## src/rtl/spi_wr_regport.sv

```systemverilog
module spi_wr_regport #(
  parameter int DW     = 8,
  parameter int SYNC   = 2,
  parameter logic [7:0] DEV_ID = 8'b1001_1110
) (
  input  logic          clk,
  input  logic          rst_n,
  input  logic          cs_n,
  input  logic          sclk,
  input  logic          mosi,
  input  logic [DW-2:0] rd_addr,
  output logic [DW-1:0] rd_data,
  output logic          port_sel
);
  localparam int AW    = DW - 1;
  localparam int DEPTH = 1 << AW;
  localparam int BCW   = $clog2(DW);
  localparam logic [1:0] PH_DEV = 2'd0, PH_PTR = 2'd1, PH_DATA = 2'd2, PH_SKIP = 2'd3;

  logic [SYNC:0]   cs_q, sck_q;
  logic [SYNC-1:0] sdi_q;
  logic [BCW-1:0]  bitcnt;
  logic [DW-2:0]   shreg;
  logic [1:0]      phase;
  logic [AW-1:0]   ptr;
  logic            incr;
  logic [DW-1:0]   regs [DEPTH];

  wire cs_s      = cs_q[SYNC-1];
  wire cs_fall   = cs_q[SYNC] & ~cs_q[SYNC-1];
  wire sck_rise  = sck_q[SYNC-1] & ~sck_q[SYNC];
  wire active    = port_sel & ~cs_s;
  wire take      = active & sck_rise;
  wire [DW-1:0] rx_byte = {shreg, sdi_q[SYNC-1]};
  wire byte_done = take & (bitcnt == BCW'(DW-1));
  wire wr_en     = byte_done & (phase == PH_DATA);

  assign rd_data = regs[rd_addr];

  always_ff @(posedge clk or negedge rst_n)
    if (!rst_n) begin
      cs_q  <= '0;
      sck_q <= '0;
      sdi_q <= '0;
    end else begin
      cs_q  <= {cs_q[SYNC-1:0], cs_n};
      sck_q <= {sck_q[SYNC-1:0], sclk};
      sdi_q <= {sdi_q[SYNC-2:0], mosi};
    end

  always_ff @(posedge clk or negedge rst_n)
    if (!rst_n) port_sel <= 1'b0;
    else if (cs_fall) port_sel <= 1'b1;

  always_ff @(posedge clk or negedge rst_n)
    if (!rst_n) begin
      bitcnt <= '0;
      shreg  <= '0;
      phase  <= PH_DEV;
      ptr    <= '0;
      incr   <= 1'b0;
    end else if (cs_s) begin
      bitcnt <= '0;
      phase  <= PH_DEV;
    end else if (take) begin
      shreg  <= rx_byte[DW-2:0];
      bitcnt <= (bitcnt == BCW'(DW-1)) ? '0 : bitcnt + 1'b1;
      if (byte_done)
        case (phase)
          PH_DEV:  phase <= (rx_byte == DEV_ID) ? PH_PTR : PH_SKIP;
          PH_PTR: begin
            ptr   <= rx_byte[AW-1:0];
            incr  <= rx_byte[DW-1];
            phase <= PH_DATA;
          end
          PH_DATA: if (incr) ptr <= ptr + 1'b1;
          default: ;
        endcase
    end

  always_ff @(posedge clk or negedge rst_n)
    if (!rst_n) begin
      for (int i = 0; i < DEPTH; i++) regs[i] <= '0;
    end else if (wr_en) begin
      regs[ptr] <= rx_byte;
    end
endmodule


```

## config.mk

```make
export PLATFORM = sky130hd
export DESIGN_NAME = spi_wr_regport
export DESIGN_NICKNAME = d
export VERILOG_FILES = /design/src/rtl/spi_wr_regport.sv
export SDC_FILE = /design/constraint.sdc
export NUM_CORES = 1
export LEC_CHECK = 0
export ABC_AREA = 0
export BUFFER_PORTS_ARGS = -buffer_cell sky130_fd_sc_hd__buf_2
export CORE_ASPECT_RATIO = 1.75
export CORE_MARGIN = 2
export CORE_UTILIZATION = 30
export CTS_CLUSTER_SIZE = 12
export DETAILED_ROUTE_END_ITERATION = 10
export PLACE_DENSITY = 0.47
export SKIP_CTS_REPAIR_TIMING = 1
export SLEW_MARGIN = 20
export SYNTH_ARGS = -nofsm -noshare
export SYNTH_HDL_FRONTEND = slang
export SYNTH_SLANG_ARGS = --single-unit
```

## constraint.sdc

```tcl
create_clock -name clk -period 3.39 [get_ports clk]
set_input_delay 0.5085 -clock clk [delete_from_list [all_inputs] [get_ports clk]]
set_output_delay 0.5085 -clock clk [all_outputs]
set_load 0.005 [all_outputs]
```

After elaboration in Yosys (flattened, before gate mapping)
Index checks and enable logic that the tools add are counted.
{ "word_totals": {"regBits": 1053, "latch_bits": 0, "ram_bits": 0, "mem_bits_ro": 0, "output_inout_bits": 9, "memories": 0} }
{ "classes": {"add_sub_neg": 2, "n_mul": 0, "n_div": 0, "order_cmp": 3, "n_eq_ne": 5, "n_shift": 0, "muxes": 16, "bitwise": 10, "reduce_logical": 10} }
{ "ops": {"columns": ["operator", "n"], "rows": [
  ["bitwise mux 1024 bit", 1],
  ["binary-select mux 8 bit (select 7 bit)", 1],
  ["demux 8 bit (select 7 bit)", 1],
  ["2-to-1 mux 8 bit", 3],
  ["greater-or-equal comparator 8 bit (second input constant)", 2],
  ["inverter 7 -> 8 bit", 2],
  ["case mux 7 bit (2 select lines)", 1],
  ["2-to-1 mux 3 bit", 3],
  ["equality test 8 bit (second input constant)", 1],
  ["less-than comparator 8 x 1 -> 1 bit (second input constant)", 1],
  ["2-to-1 mux 2 bit", 4],
  ["adder 7 x 1 -> 7 bit (second input constant)", 1],
  ["2-to-1 mux 7 bit", 1],
  ["bitwise AND 1 bit", 6],
  ["nonzero test 2 bit", 3],
  ["AND reduction 5 bit", 1],
  ["case mux 2 bit (2 select lines)", 1],
  ["AND reduction 4 bit", 1],
  ["adder 3 x 1 -> 3 bit (second input constant)", 1],
  ["equality test 3 bit (second input constant)", 1],
  ["AND reduction 3 bit", 1],
  ["nonzero test 3 bit", 1],
  ["equality test 2 x 1 -> 1 bit (second input constant)", 1],
  ["equality test 2 bit (second input constant)", 1],
  ["5 further kinds", 6]
]} }

Depth between registers and ports, before layout
Gate-level depths: netlist (run 1).
{ "depth": {"ltp_word": 7, "mapped_depth": 8, "depth_no_buf": 5} }

Worst setup path after synthesis (run 1)
OpenSTA, ideal clock, no wires.
{ "synth_path": {"path_type": "input-to-output", "from": "in rd_addr[0]", "to": "out rd_data[0]", "arrival_ps": 2911, "t_required_ps": 2882, "setup_slack_ps": -29, "stages": 6, "cell_sequence": "clkbuf_1 -> buf_1 -> mux4_2 -> mux4_2 -> mux4_2 -> mux2_2"} }
{ "synth_via": {"elab_chain_len": 4} }
{ "synth_rtl": {"columns": ["item", "line_no", "text"], "rows": [
  ["start, declared", "11", "input logic [DW-2:0] rd_addr,"],
  ["inverter 7 -> 8 bit (implied by the code)", "38", "assign rd_data = regs[rd_addr];"],
  ["binary-select mux 8 bit (select 7 bit)", "38", null],
  ["2-to-1 mux 8 bit (implied by the code) (2 in series)", "38", null],
  ["end, declared", "12", "output logic [DW-1:0] rd_data,"]
]} }
No other way between the ends. The select of a mux whose other input is x is not followed.

Final worst setup path (run 1)
{ "layout_path": {"from": "reg regs[706] in the netlist's numbering", "to": "out rd_data[2]"} }
{ "layout_via": {"elab_chain_len": 3} }
{ "layout_rtl": {"columns": ["item", "line_no", "text"], "rows": [
  ["start, declared", "27", "logic [DW-1:0] regs [DEPTH];"],
  ["start signal, assigned by index", "85", "regs[ptr] <= rx_byte;"],
  ["binary-select mux 8 bit (select 7 bit)", "38", null],
  ["2-to-1 mux 8 bit (implied by the code) (2 in series)", "38", null]
]} }
No other way between the ends. The select of a mux whose other input is x is not followed.

==> results by group, run 1 <==
Run status
  • Outcome: finished, violations left
  • Failing checks: negative setup slack

Place
  • Place WS: -0.530 ns
  • GPL Wtd Cong: around 0.8
  • IO Port Bufs: 20
  • Dpl hpwl: just under 100000 um

STA
  • Final Hold Fails: 0
  • RSZ-0062 raised after global routing: yes
  • Clock Skew: between 0.05 and 0.06 ns
  • Pins Over Slew Limit: 0
  • Final WS setup: -0.472 ns
  • Setup violators final: 8
  • Least-Margin Pin Slew: just over 1 ns
  • Fin crit period: between 3 and 4 ns
  • Fmax: roughly 260 MHz
  • Final Cycle Share: 114%
  • Setup TNS: -3.38 ns
  • Relative slew slack: between 30% and 40%

Floorplanning
  • Die ar.: ~160000 sq um
  • Die W: around 300 um
  • Die extent in y: approximately 530 um
  • CORE AREA: 160000 sq um
  • Starting Density: between 30% and 40%
  • Boundary Pins: 21
  • Rows: around 190

Routing
  • Vias per cell: just over 5
  • DR DRC count: 0
  • Detail Route Antenna Nets: 0
  • Initial DRC Count: 1366
  • Mean routed wirelength per cell: about 28 um
  • DR pass1 iterations: 6
  • DRT Wirelength: 144000 um
  • Via Count: about 27k

Critical path
  • Internal reg-to-reg setup slack: around 0.44 ns
  • Start of the worst register-to-register path: cs_q[1]
  • Setup crit end kind: output port
  • Crit Path Class: reg -> out
  • Crit path cell chain: mux4_2 -> mux4_2 -> mux4_2 -> mux2_4 -> buf_6
  • Worst Setup EP: rd_data[2]
  • Critical-path maximum fanout: 2
  • R2r endpoint: regs[1007]
  • Critical path's slowest cell: mux4_2
  • CP max stage delay: around 0.61 ns
  • Length in cells of the worst reg-to-reg path: 5
  • Crit start category: register
  • CP dominant cell by count: mux4_2
  • Launch point of the worst path: regs[706]
  • Required @ worst endpoint: ~2.9 ns
  • CP Data Arrival Time: between 3 and 4 ns

Job
  • MaxCap Viol Count: 0

Worst hold path
  • Worst Hold Class: in -> async

Logic synthesis
  • Flops & latches, synth: between 1k and 1.5k
  • Sequential area share after synthesis: 54.6%
  • Post-Syn Nets: 2944
  • Mean area per synthesized cell: between 15 and 20 sq um
  • Distinct cells, synth: 37
  • Post-synthesis instance total: about 3k
  • Yosys Warn Count: 0
  • Mapped Area: roughly 48000 sq um

Clocking
  • Clock transition at path regs: around 0.060 ns
  • Root buffer cell: clkbuf_16
  • Num CTS Buffers: a little over 100
  • Worst skew pair latency: between 0.7 and 0.8 ns
  • Clock buffer depth: 3
  • CTS Sinks: 1053
  • H-Tree Depth: 3
  • TritonCTS clock tree: built

Power and ir drop
  • Sw power: approximately 6.8 mW
  • Gate power share: 6.6%
  • Sw frac: between 20% and 30%
  • Clock network power share: 42.3%
  • Internal power: 19.0 mW
  • Worst vdd ir: about 390 uV
  • Overall Power: about 26 mW
  • Sequential share of power: approximately half
  • Static Leakage: roughly 26 nW
  • P per Cell Area: roughly 460 nW/um^2

Cells and area
  • Area grow syn2layout: 15.1%
  • Commonest non-fill, non-tap cell in the layout: dfrtp_1
  • Final Net Count: 3041
  • Layout cells sized above 1: between 50% and 60%
  • Commonest non-fill, non-tap cells in the layout: 1045 x dfrtp_1, 1025 x mux2_2, 336 x mux4_2

GRT
  • Grt total ovfl: 0
  • Largest net degree at the start of global routing: about 120
  • Vias in the first global route: roughly 30k
  • First-pass GRT wire length: about 210000 um
  • GRT Util Overall: 17.7%
  • Initial antenna violation count: 5
## per-stage QoR
stage	hold WS (ns)	std cells	cell area (sq um)	util (%)
final	0.300	5138	55600	34.8
after floorplan	0.213	2929	48300	-
after global placement	0.343	4962	52300	32.7
after CTS	-0.321	5119	55300	34.6
after detailed placement	0.341	4962	52300	32.7
after global routing	0.312	5137	55600	34.8
## worst min path at each step
stage           endpoint  slack [ns]  startpoint
2_1_floorplan  bitcnt[0]        0.21       rst_n
3_3_place_gp     cs_q[1]        0.34     cs_q[0]
3_5_place_dp    sdi_q[1]        0.34    sdi_q[0]
4_1_cts        regs[206]       -0.32       rst_n
5_1_grt        regs[206]        0.31       rst_n
6_report       regs[206]        0.30       rst_n
## power by group through the flow
stage                     combinational, mW  clock, mW  sequential, mW
final                                  1.69       10.9            13.1
after CTS                              1.73       11.3            13.1
after global placement                 1.68          0            13.4
after floorplan                        1.01          0            12.9
after global routing                   1.84       11.7            13.2
after detailed placement               1.72          0            13.4
## layout make-up
class	count	area [sq um]
fillers	15100	104000
flip-flops and latches	1053	26400
multi-input cells	1612	20900
clock buffers	144	2850
repair buffers	255	2650
well taps	2058	2570
clock inverters	13	193
diodes	2	5.00
inverters	1	3.75
## flip-flops by register name, summed over array words and instances, names as in the netlist
signal    flops
bitcnt        3
cs_q          3
incr          1
phase         2
port_sel      1
ptr           7
regs       1024
sck_q         3
sdi_q         2
shreg         7
## cell usage after synthesis
master | count | area, sq um
o211ai_1 | 1 | 7.51
nand3_1 | 11 | 55.1
a2bb2oi_1 | 2 | 17.5
buf_6 | 1 | 11.3
nand2b_1 | 4 | 25.0
nor3_2 | 74 | 741
or2_2 | 1 | 6.26
xor2_1 | 1 | 8.76
buf_4 | 15 | 113
a21oi_1 | 8 | 40.0
nor2b_1 | 7 | 43.8
clkbuf_1 | 211 | 792
nand2_1 | 42 | 158
o211a_1 | 1 | 10.0
dfrtp_1 | 1053 | 26400
a21o_1 | 1 | 7.51
nor4b_1 | 1 | 8.76
o31ai_1 | 1 | 7.51
nand4b_1 | 2 | 17.5
nand3b_1 | 2 | 15.0
mux4_2 | 336 | 7570
o21ai_0 | 9 | 45.0
and2_1 | 1 | 6.26
mux2i_1 | 1 | 10.0
mux2_2 | 1033 | 11600
buf_2 | 16 | 80.1
a31oi_1 | 1 | 6.26
inv_1 | 1 | 3.75
and3b_1 | 1 | 8.76
nor4bb_1 | 1 | 10.0
nand4_1 | 4 | 25.0
o22ai_1 | 2 | 12.5
or3_1 | 38 | 238
ha_1 | 3 | 37.5
nor2_1 | 21 | 78.8
buf_1 | 20 | 75.1
and3_1 | 2 | 12.5
## critical path, delay by kind of cell, from the launching register on
kind                   cells  cell delay (ns)
DFF                        1             0.37
muxes                      4             2.12
buffers and inverters      1             0.13
## cell families after synthesis
logic type      after synthesis  share of synthesized area (%)
flops                      1053                           54.6
fa+ha+maj                     3                         0.0777
xor+xnor                      1                         0.0181
buf+inv                     264                           2.23
simple gates                212                           3.00
compound gates               26                          0.319
mux                        1370                           39.8
## metal layers
metal	up-vias	GRT usage, %	part of all wire, %
li1	11200	-	-
met1	14800	20.3	39
met2	400	34.0	56
met3	183	1.82	2.4
met4	0	5.94	3.2
met5	-	0	0
Power figures use the tool's default switching activity.
==> run 2, diff against run 1 <==
--- a/config.mk
+++ b/config.mk
@@ -8,7 +8,7 @@
 export ABC_AREA = 0
 export BUFFER_PORTS_ARGS = -buffer_cell sky130_fd_sc_hd__buf_2
 export CORE_ASPECT_RATIO = 1.75
-export CORE_MARGIN = 2
+export CORE_MARGIN = 5
 export CORE_UTILIZATION = 30
 export CTS_CLUSTER_SIZE = 12
 export DETAILED_ROUTE_END_ITERATION = 10
==> run 2 against run 1 <==
The flow still finishes with violations (negative setup slack). Non-clock buffer count increased by 21. Cell area is 0.54% higher. Largest power group unchanged. Final cell count grew 0.56%. Sequential cell count unchanged. Critical path type unchanged.
==> results by group, run 2 (synthesized netlist as in run 1, its figures left out) <==
Run status
  • Outcome: finished, violations left
  • Failing checks: negative setup slack

STA
  • Final Hold Fails: 0 (unchanged)
  • Fin crit period: 3.81 ns (-0.0540 ns)
  • RSZ-0062 raised after global routing: yes
  • Final WS setup: -0.418 ns (+0.0540 ns)
  • Setup TNS: -2.96 ns (+0.425 ns)
  • Least-Margin Pin Slew: 1.11 ns (+0.0982 ns)
  • Clock Skew: 0.0338 ns (-0.0209 ns)
  • Relative slew slack: 26.0% (-6.5 points)
  • Setup violators final: 8 (unchanged)
  • Fmax: 263 MHz (+1.4%)
  • Final Cycle Share: 112% (-1.6 points)
  • Pins Over Slew Limit: 0 (unchanged)

Job
  • MaxCap Viol Count: 0 (unchanged)

Clocking
  • Root buffer cell: clkbuf_16
  • Worst skew pair latency: 0.71 ns (-0.02 ns)
  • CTS Sinks: 1053 (unchanged)
  • Num CTS Buffers: 104 (+0.97%)
  • Clock transition at path regs: 0.06 ns (about the same)
  • Clock buffer depth: 3 (unchanged)
  • TritonCTS clock tree: built
  • H-Tree Depth: 3 (unchanged)

Routing
  • Vias per cell: 5.17 (about the same)
  • DRT Wirelength: 141000 um (-1.7%)
  • DR DRC count: 0 (unchanged)
  • Initial DRC Count: 1346 (-1.5%)
  • Via Count: 26.7k (+0.56%)
  • DR pass1 iterations: 5 (-1)
  • Detail Route Antenna Nets: 0 (unchanged)
  • Mean routed wirelength per cell: 27.4 um (-2.2%)

Critical path
  • Length in cells of the worst reg-to-reg path: 5 (unchanged)
  • Crit path cell chain: mux4_2 -> mux4_2 -> mux4_2 -> mux2_4 -> buf_6
  • CP dominant cell by count: mux4_2
  • CP Data Arrival Time: 3.30 ns (-0.05 ns)
  • Critical-path maximum fanout: 2 (unchanged)
  • Required @ worst endpoint: 2.88 ns (about the same)
  • Crit Path Class: reg -> out
  • Internal reg-to-reg setup slack: 0.44 ns (about the same)
  • Start of the worst register-to-register path: cs_q[1]
  • Crit start category: register
  • Critical path's slowest cell: mux4_2
  • Setup crit end kind: output port
  • Launch point of the worst path: regs[726]
  • R2r endpoint: regs[493]
  • CP max stage delay: 0.61 ns (about the same)

Worst hold path
  • Hold Path End: sdi_q[1]
  • Hold_sp: sdi_q[0]
  • Hold Path Depth: 0
  • Worst Hold Class: reg -> reg

Place
  • Dpl hpwl: 96800 um (-0.57%)
  • IO Port Bufs: 20 (unchanged)
  • Placed Instances: 4986 (+0.48%)
  • Place WS: -0.514 ns (+0.0161 ns)
  • GPL Wtd Cong: 0.783 (-2.5%)

GRT
  • Grt total ovfl: 0 (unchanged)
  • Largest net degree at the start of global routing: 106 (-13%)
  • GRT Util Overall: 16.7% (-1.0 points)
  • Initial antenna violation count: 7 (+2)
  • First-pass GRT wire length: 213000 um (about the same)
  • Vias in the first global route: 30.3k (+1.8%)

Floorplanning
  • Die extent in y: 541 um (+1.1%)
  • Rows: 194 (unchanged)
  • CORE AREA: 160000 sq um (+0.15%)
  • Die W: 313 um (+2.0%)
  • Die ar.: 169000 sq um (+3.1%)
  • Boundary Pins: 21 (unchanged)
  • Starting Density: 30.2% (-0.046 points)

Cells and area
  • Largest Register: regs
  • Final Non-Filler Cells: 5167 (+0.56%)
  • Layout cells sized above 1: 59.8% (+0.20 points)
  • Top Registers: regs x1024, ptr x7, shreg x7
  • Area grow syn2layout: 15.7%
  • Commonest non-fill, non-tap cells in the layout: 1045 x dfrtp_1, 1025 x mux2_2, 336 x mux4_2
  • Max reg flops: 1024 (unchanged)
  • Commonest non-fill, non-tap cell in the layout: dfrtp_1
  • Final Net Count: 3063 (+0.72%)

Power and ir drop
  • Worst vdd ir: 332 uV (-16%)
  • P per Cell Area: 465 nW/um^2 (+0.48%)
  • Static Leakage: 26.0 nW (+0.66%)
## run 2: changes by cell type in the layout (fill, tap and decap cells not counted), sizes merged
cell      delta
buf         +22
bufinv       +4
clkbuf       +4
clkinv       -2
clkinvlp     -1
diode        -1
inv          +3
## run 2: area by class of cell
type                       count  area (sq um)
antenna                        1          2.50
clock buffer                 149          2870
clock inverter                17           259
fill                       15000        104000
inverter                       1          3.75
multi-input combinational   1612         20900
sequential                  1053         26400
tap                         2058          2570
timing repair buffer         276          2870
## run 2: worst max path at each step
stage / to / cells after the start / slack, ns
floorplan: rd_data[0] / 7 / 0.09
global placement: rd_data[3] / 8 / -0.52
detailed placement: rd_data[3] / 8 / -0.51
CTS: rd_data[6] / 5 / -0.54
global route: rd_data[6] / 5 / -0.45
finish: rd_data[6] / 5 / -0.42
## run 2: worst max-delay path: cells and delay by family, from the launching register on
kind | cells | cell delay [ns]
buffers and inverters | 1 | 0.13
muxes | 4 | 2.09
DFF | 1 | 0.38
## run 2: per-layer routing
| layer | up-vias | part of all wire [%] | global-route usage (%) |
|---|---|---|---|
| li1 | 11200 | - | - |
| met1 | 15000 | 39 | 19.7 |
| met2 | 364 | 55 | 31.8 |
| met3 | 192 | 2.4 | 1.82 |
| met4 | 4 | 3.2 | 5.30 |
| met5 | - | 0.015 | 0 |
## run 2: power breakdown
group          internal [mW]  switching [mW]  total, mW  leakage (nW)
sequential              12.6           0.457       13.1          14.7
combinational          0.500            1.27       1.77          9.83
clock                   6.21            4.96       11.2          1.52
## run 2: through the flow
| step | utilization [%] | cell area (sq um) | hold slack, ns | total power, mW |
|---|---|---|---|---|
| after detailed placement | 32.8 | 52500 | 0.341 | 15.1 |
| final | 34.9 | 55900 | 0.349 | 26.0 |
| after global routing | 34.9 | 55900 | 0.355 | 27.0 |
| after CTS | 34.8 | 55600 | -0.157 | 26.4 |
| after global placement | 32.8 | 52500 | 0.339 | 15.1 |
| after floorplan | - | 48300 | 0.213 | 13.9 |
==> run 3, diff against run 2 <==
--- a/config.mk
+++ b/config.mk
@@ -5,11 +5,12 @@
 export SDC_FILE = /design/constraint.sdc
 export NUM_CORES = 1
 export LEC_CHECK = 0
-export ABC_AREA = 0
+export ABC_AREA = 1
 export BUFFER_PORTS_ARGS = -buffer_cell sky130_fd_sc_hd__buf_2
 export CORE_ASPECT_RATIO = 1.75
 export CORE_MARGIN = 5
 export CORE_UTILIZATION = 30
+export CTS_BUF_LIST = sky130_fd_sc_hd__clkbuf_8
 export CTS_CLUSTER_SIZE = 12
 export DETAILED_ROUTE_END_ITERATION = 10
 export PLACE_DENSITY = 0.47
==> run 3 against run 2 <==
The run now ends clean. Sequential cell count is the same. Register-to-register slack got worse by 0.17 ns. Synthesized cell count grew 110%. Setup slack improved by 0.57 ns. Hold slack got worse by 0.031 ns. Synthesized area grew 2.3%. Critical path depth rose by 8. Utilization is 1.4 points lower. Sequential power decreased by 4%. Cell area fell by 1.4%. Global-route usage grew 2.8 points. Largest power group unchanged.
==> results by group, run 3 <==
Run status
  • Outcome: finished clean

STA
  • Pins Over Slew Limit: 0 (unchanged)
  • Clock Skew: 0.0504 ns (+0.0165 ns)
  • Relative slew slack: 32.0% (+6.0 points)
  • Fin crit period: 3.24 ns (-0.566 ns)
  • Fmax: 308 MHz (+17%)
  • Final Cycle Share: 95.6% (-17 points)
  • Final Hold Fails: 0 (unchanged)
  • Setup TNS: 0 ns (+2.96 ns)
  • RSZ-0062 raised after global routing: no
  • Setup violators final: 0 (-8)
  • Least-Margin Pin Slew: 1.02 ns (-0.0899 ns)

Power and ir drop
  • Worst vdd ir: 282 uV (-15%)
  • Static Leakage: 24.2 nW (-7.1%)
  • Overall Power: 26.5 mW (+1.8%)
  • P per Cell Area: 481 nW/um^2 (+3.3%)

Floorplanning
  • Die extent in y: 547 um (+1.1%)
  • Die ar.: 173000 sq um (+2.2%)
  • Rows: 197 (+1.5%)
  • CORE AREA: 164000 sq um (+2.6%)
  • Starting Density: 30.1% (-0.094 points)
  • Boundary Pins: 21 (unchanged)
  • Die W: 317 um (+1.1%)

Cells and area
  • Largest Register: regs
  • Commonest non-fill, non-tap cells in the layout: 2265 x nand2_1, 1053 x dfrtp_1, 937 x nand3_1
  • Post-route cell area: 55100 sq um (-1.4%)
  • Commonest non-fill, non-tap cell in the layout: nand2_1
  • Area grow syn2layout: 11.5%
  • Filler instances: 17.5k (+17%)
  • Final Net Count: 5904 (+93%)
  • Top Registers: regs x1024, ptr x7, shreg x7
  • Max reg flops: 1024 (unchanged)
  • Final Core Density: 33.5% (-1.4 points)
  • Layout cells sized above 1: 9.30% (-50 points)

Worst hold path
  • Worst Hold Class: in -> async

Routing
  • DR DRC count: 0 (unchanged)
  • Via Count: 40.9k (+53%)
  • Mean routed wirelength per cell: 20.9 um (-24%)
  • DRT Wirelength: 171000 um (+21%)
  • DR pass1 iterations: 6 (+1)
  • Vias per cell: 5.00 (-3.4%)
  • Detail Route Antenna Nets: 0 (unchanged)
  • Initial DRC Count: 3774 (+180%)

Critical path
  • Crit path cell chain: clkbuf_8 -> inv_8 -> buf_12 -> nand3_1 -> nand3_1 -> nand3_1 -> nand2_1 -> nand2_1 -> nand3_1 -> nand2_1 -> nand2_1 -> nand2_1 -> buf_2
  • Critical-path maximum fanout: 56 (+54)
  • Crit Path Class: in -> out
  • CP delay by family, top: simple AND/OR/NAND/NOR gates
  • Required @ worst endpoint: 2.88 ns (about the same)
  • CP max stage delay: 0.36 ns (-0.25 ns)
  • CP Data Arrival Time: 2.73 ns (-0.57 ns)
  • Critical path's slowest cell: buf_12
  • CP dominant cell by count: nand2_1
  • CP Buf/Inv Count: 4 (+3)
  • Setup crit end kind: output port
  • Crit start category: input pin

Clocking
  • Num CTS Buffers: 170 (+63%)
  • Clock transition at path regs: 0.07 ns (about the same)
  • H-Tree Depth: 4 (+1)
  • CTS Sinks: 1053 (unchanged)
  • Clock buffer depth: 4 (+1)
  • Root buffer cell: clkbuf_8
  • TritonCTS clock tree: built
  • Worst skew pair latency: 0.87 ns (+0.16 ns)

Logic synthesis
  • Main flop type after synthesis: dfrtp_1
  • Synth area leaders: dfrtp_1 53%, nand2_1 17%, nand3_1 9.5%
  • Sequential area share after synthesis: 53.3% (-1.2 points)
  • Number of synthesized flops with an enable pin: 0 (unchanged)
  • Mean area per synthesized cell: 8.19 sq um (-50%)
  • Mapped Area: 49400 sq um (+2.3%)
  • Synth area leader: dfrtp_1
  • Post-Syn Nets: 6044 (+110%)
  • Post-synthesis instance total: 6029 (+110%)
  • Most frequent cell after synthesis: nand2_1
  • Flops & latches, synth: 1053 (unchanged)
  • Yosys Warn Count: 0 (unchanged)
  • Synth cell count leaders: 2265 x nand2_1, 1053 x dfrtp_1, 937 x nand3_1
  • Distinct cells, synth: 35 (-5.4%)
  • Post-synth top area share: 53.3% (-1.2 points)
  • Ys async rst share: 100% (unchanged)

GRT
  • Initial antenna violation count: 2 (-5)
  • Vias in the first global route: 40.8k (+35%)
  • GRT Util Overall: 19.5% (+2.8 points)
  • Grt total ovfl: 0 (unchanged)
  • Largest net degree at the start of global routing: 93 (-12%)
  • First-pass GRT wire length: 262000 um (+23%)

Place
  • IO Port Bufs: 20 (unchanged)
  • Post-Place Cell Area: 51800 sq um (-1.4%)
  • Dpl hpwl: 105000 um (+8.3%)
  • GPL Wtd Cong: 0.837 (+6.9%)

Job
  • MaxCap Viol Count: 0 (unchanged)
-- run 3: changes by cell type in the layout (fill, tap and decap cells not counted), sizes merged, moves of 7 or more --
cell and change:
nor2 +45, nand4 +29, clkinv +14, mux2 -1033, nor2b -7, o21ai +1033
nand2 +2298, clkbuf +61, buf -107, nor3 -72, inv +96, nand3 +926
mux4 -336, or3 -38
-- run 3: final timing paths --
| path | start | end | slack, ns | depth (start not counted) |
|---|---|---|---|---|
| min in group clk | cs_n | cs_q[0] | 0.32 | 2 |
| worst max-delay path | rd_addr[1] | rd_data[0] | 0.15 | 13 |
| worst min register to register | cs_q[0] | cs_q[1] | 0.35 | 0 |
| worst min-delay path | rst_n | regs[463] | 0.32 | 2 |
| max in group asynchronous | rst_n | regs[351] | 2.02 | 3 |
| worst max register to register | phase[0] | regs[196] | 0.27 | 7 |
-- run 3: kinds of logic (layout without fill, tap and decap cells) --
logic type | after synthesis | after routing | synth area share, %
and+or+nand+nor | 3379 | 3379 | 30.5
AOI/OAI and AO/OA | 1055 | 1055 | 10.7
xor gates and xnor gates | 3 | 3 | 0.0532
other | 0 | 1 | 0
DFF | 1053 | 1053 | 53.3
buffers and inverters | 536 | 507 | 5.29
adders and majority gates | 3 | 3 | 0.0760
-- run 3: area by class of cell --
type                            count  area (sq um)  area share [%]
Antenna cell                        1          2.50         0.00454
Clock buffer                      209          2880            5.22
Clock inverter                     74           370           0.672
Inverter                           54           269           0.488
Multi-Input combinational cell   4440         20400            37.1
Sequential cell                  1053         26400            47.8
Tap cell                         2189          2740            4.97
Timing Repair Buffer              170          2030            3.69
-- run 3: where the power goes --
group	internal (mW)	leakage, nW	switching [mW]
sequential	12.6	14.7	0.0348
clock	5.68	1.87	5.33
combinational	0.522	7.61	2.31
total	18.8	24.2	7.68
-- run 3: metrics by stage --
stage	setup slack, ns	cells	hold slack, ns
floorplan	1.07	6029	0.213
global placement	0.148	7902	0.335
detailed placement	0.195	7902	0.335
CTS	0.107	8185	-0.337
global route	0.0506	8190	0.285
finish	0.148	8190	0.318
-- run 3: routing by layer --
metal	share of wire, %	track usage (%)	up-vias
li1	-	-	19600
met1	41	24.3	20000
met2	50	34.4	1011
met3	4.0	2.06	309
met4	4.6	8.09	0
met5	0	0	-
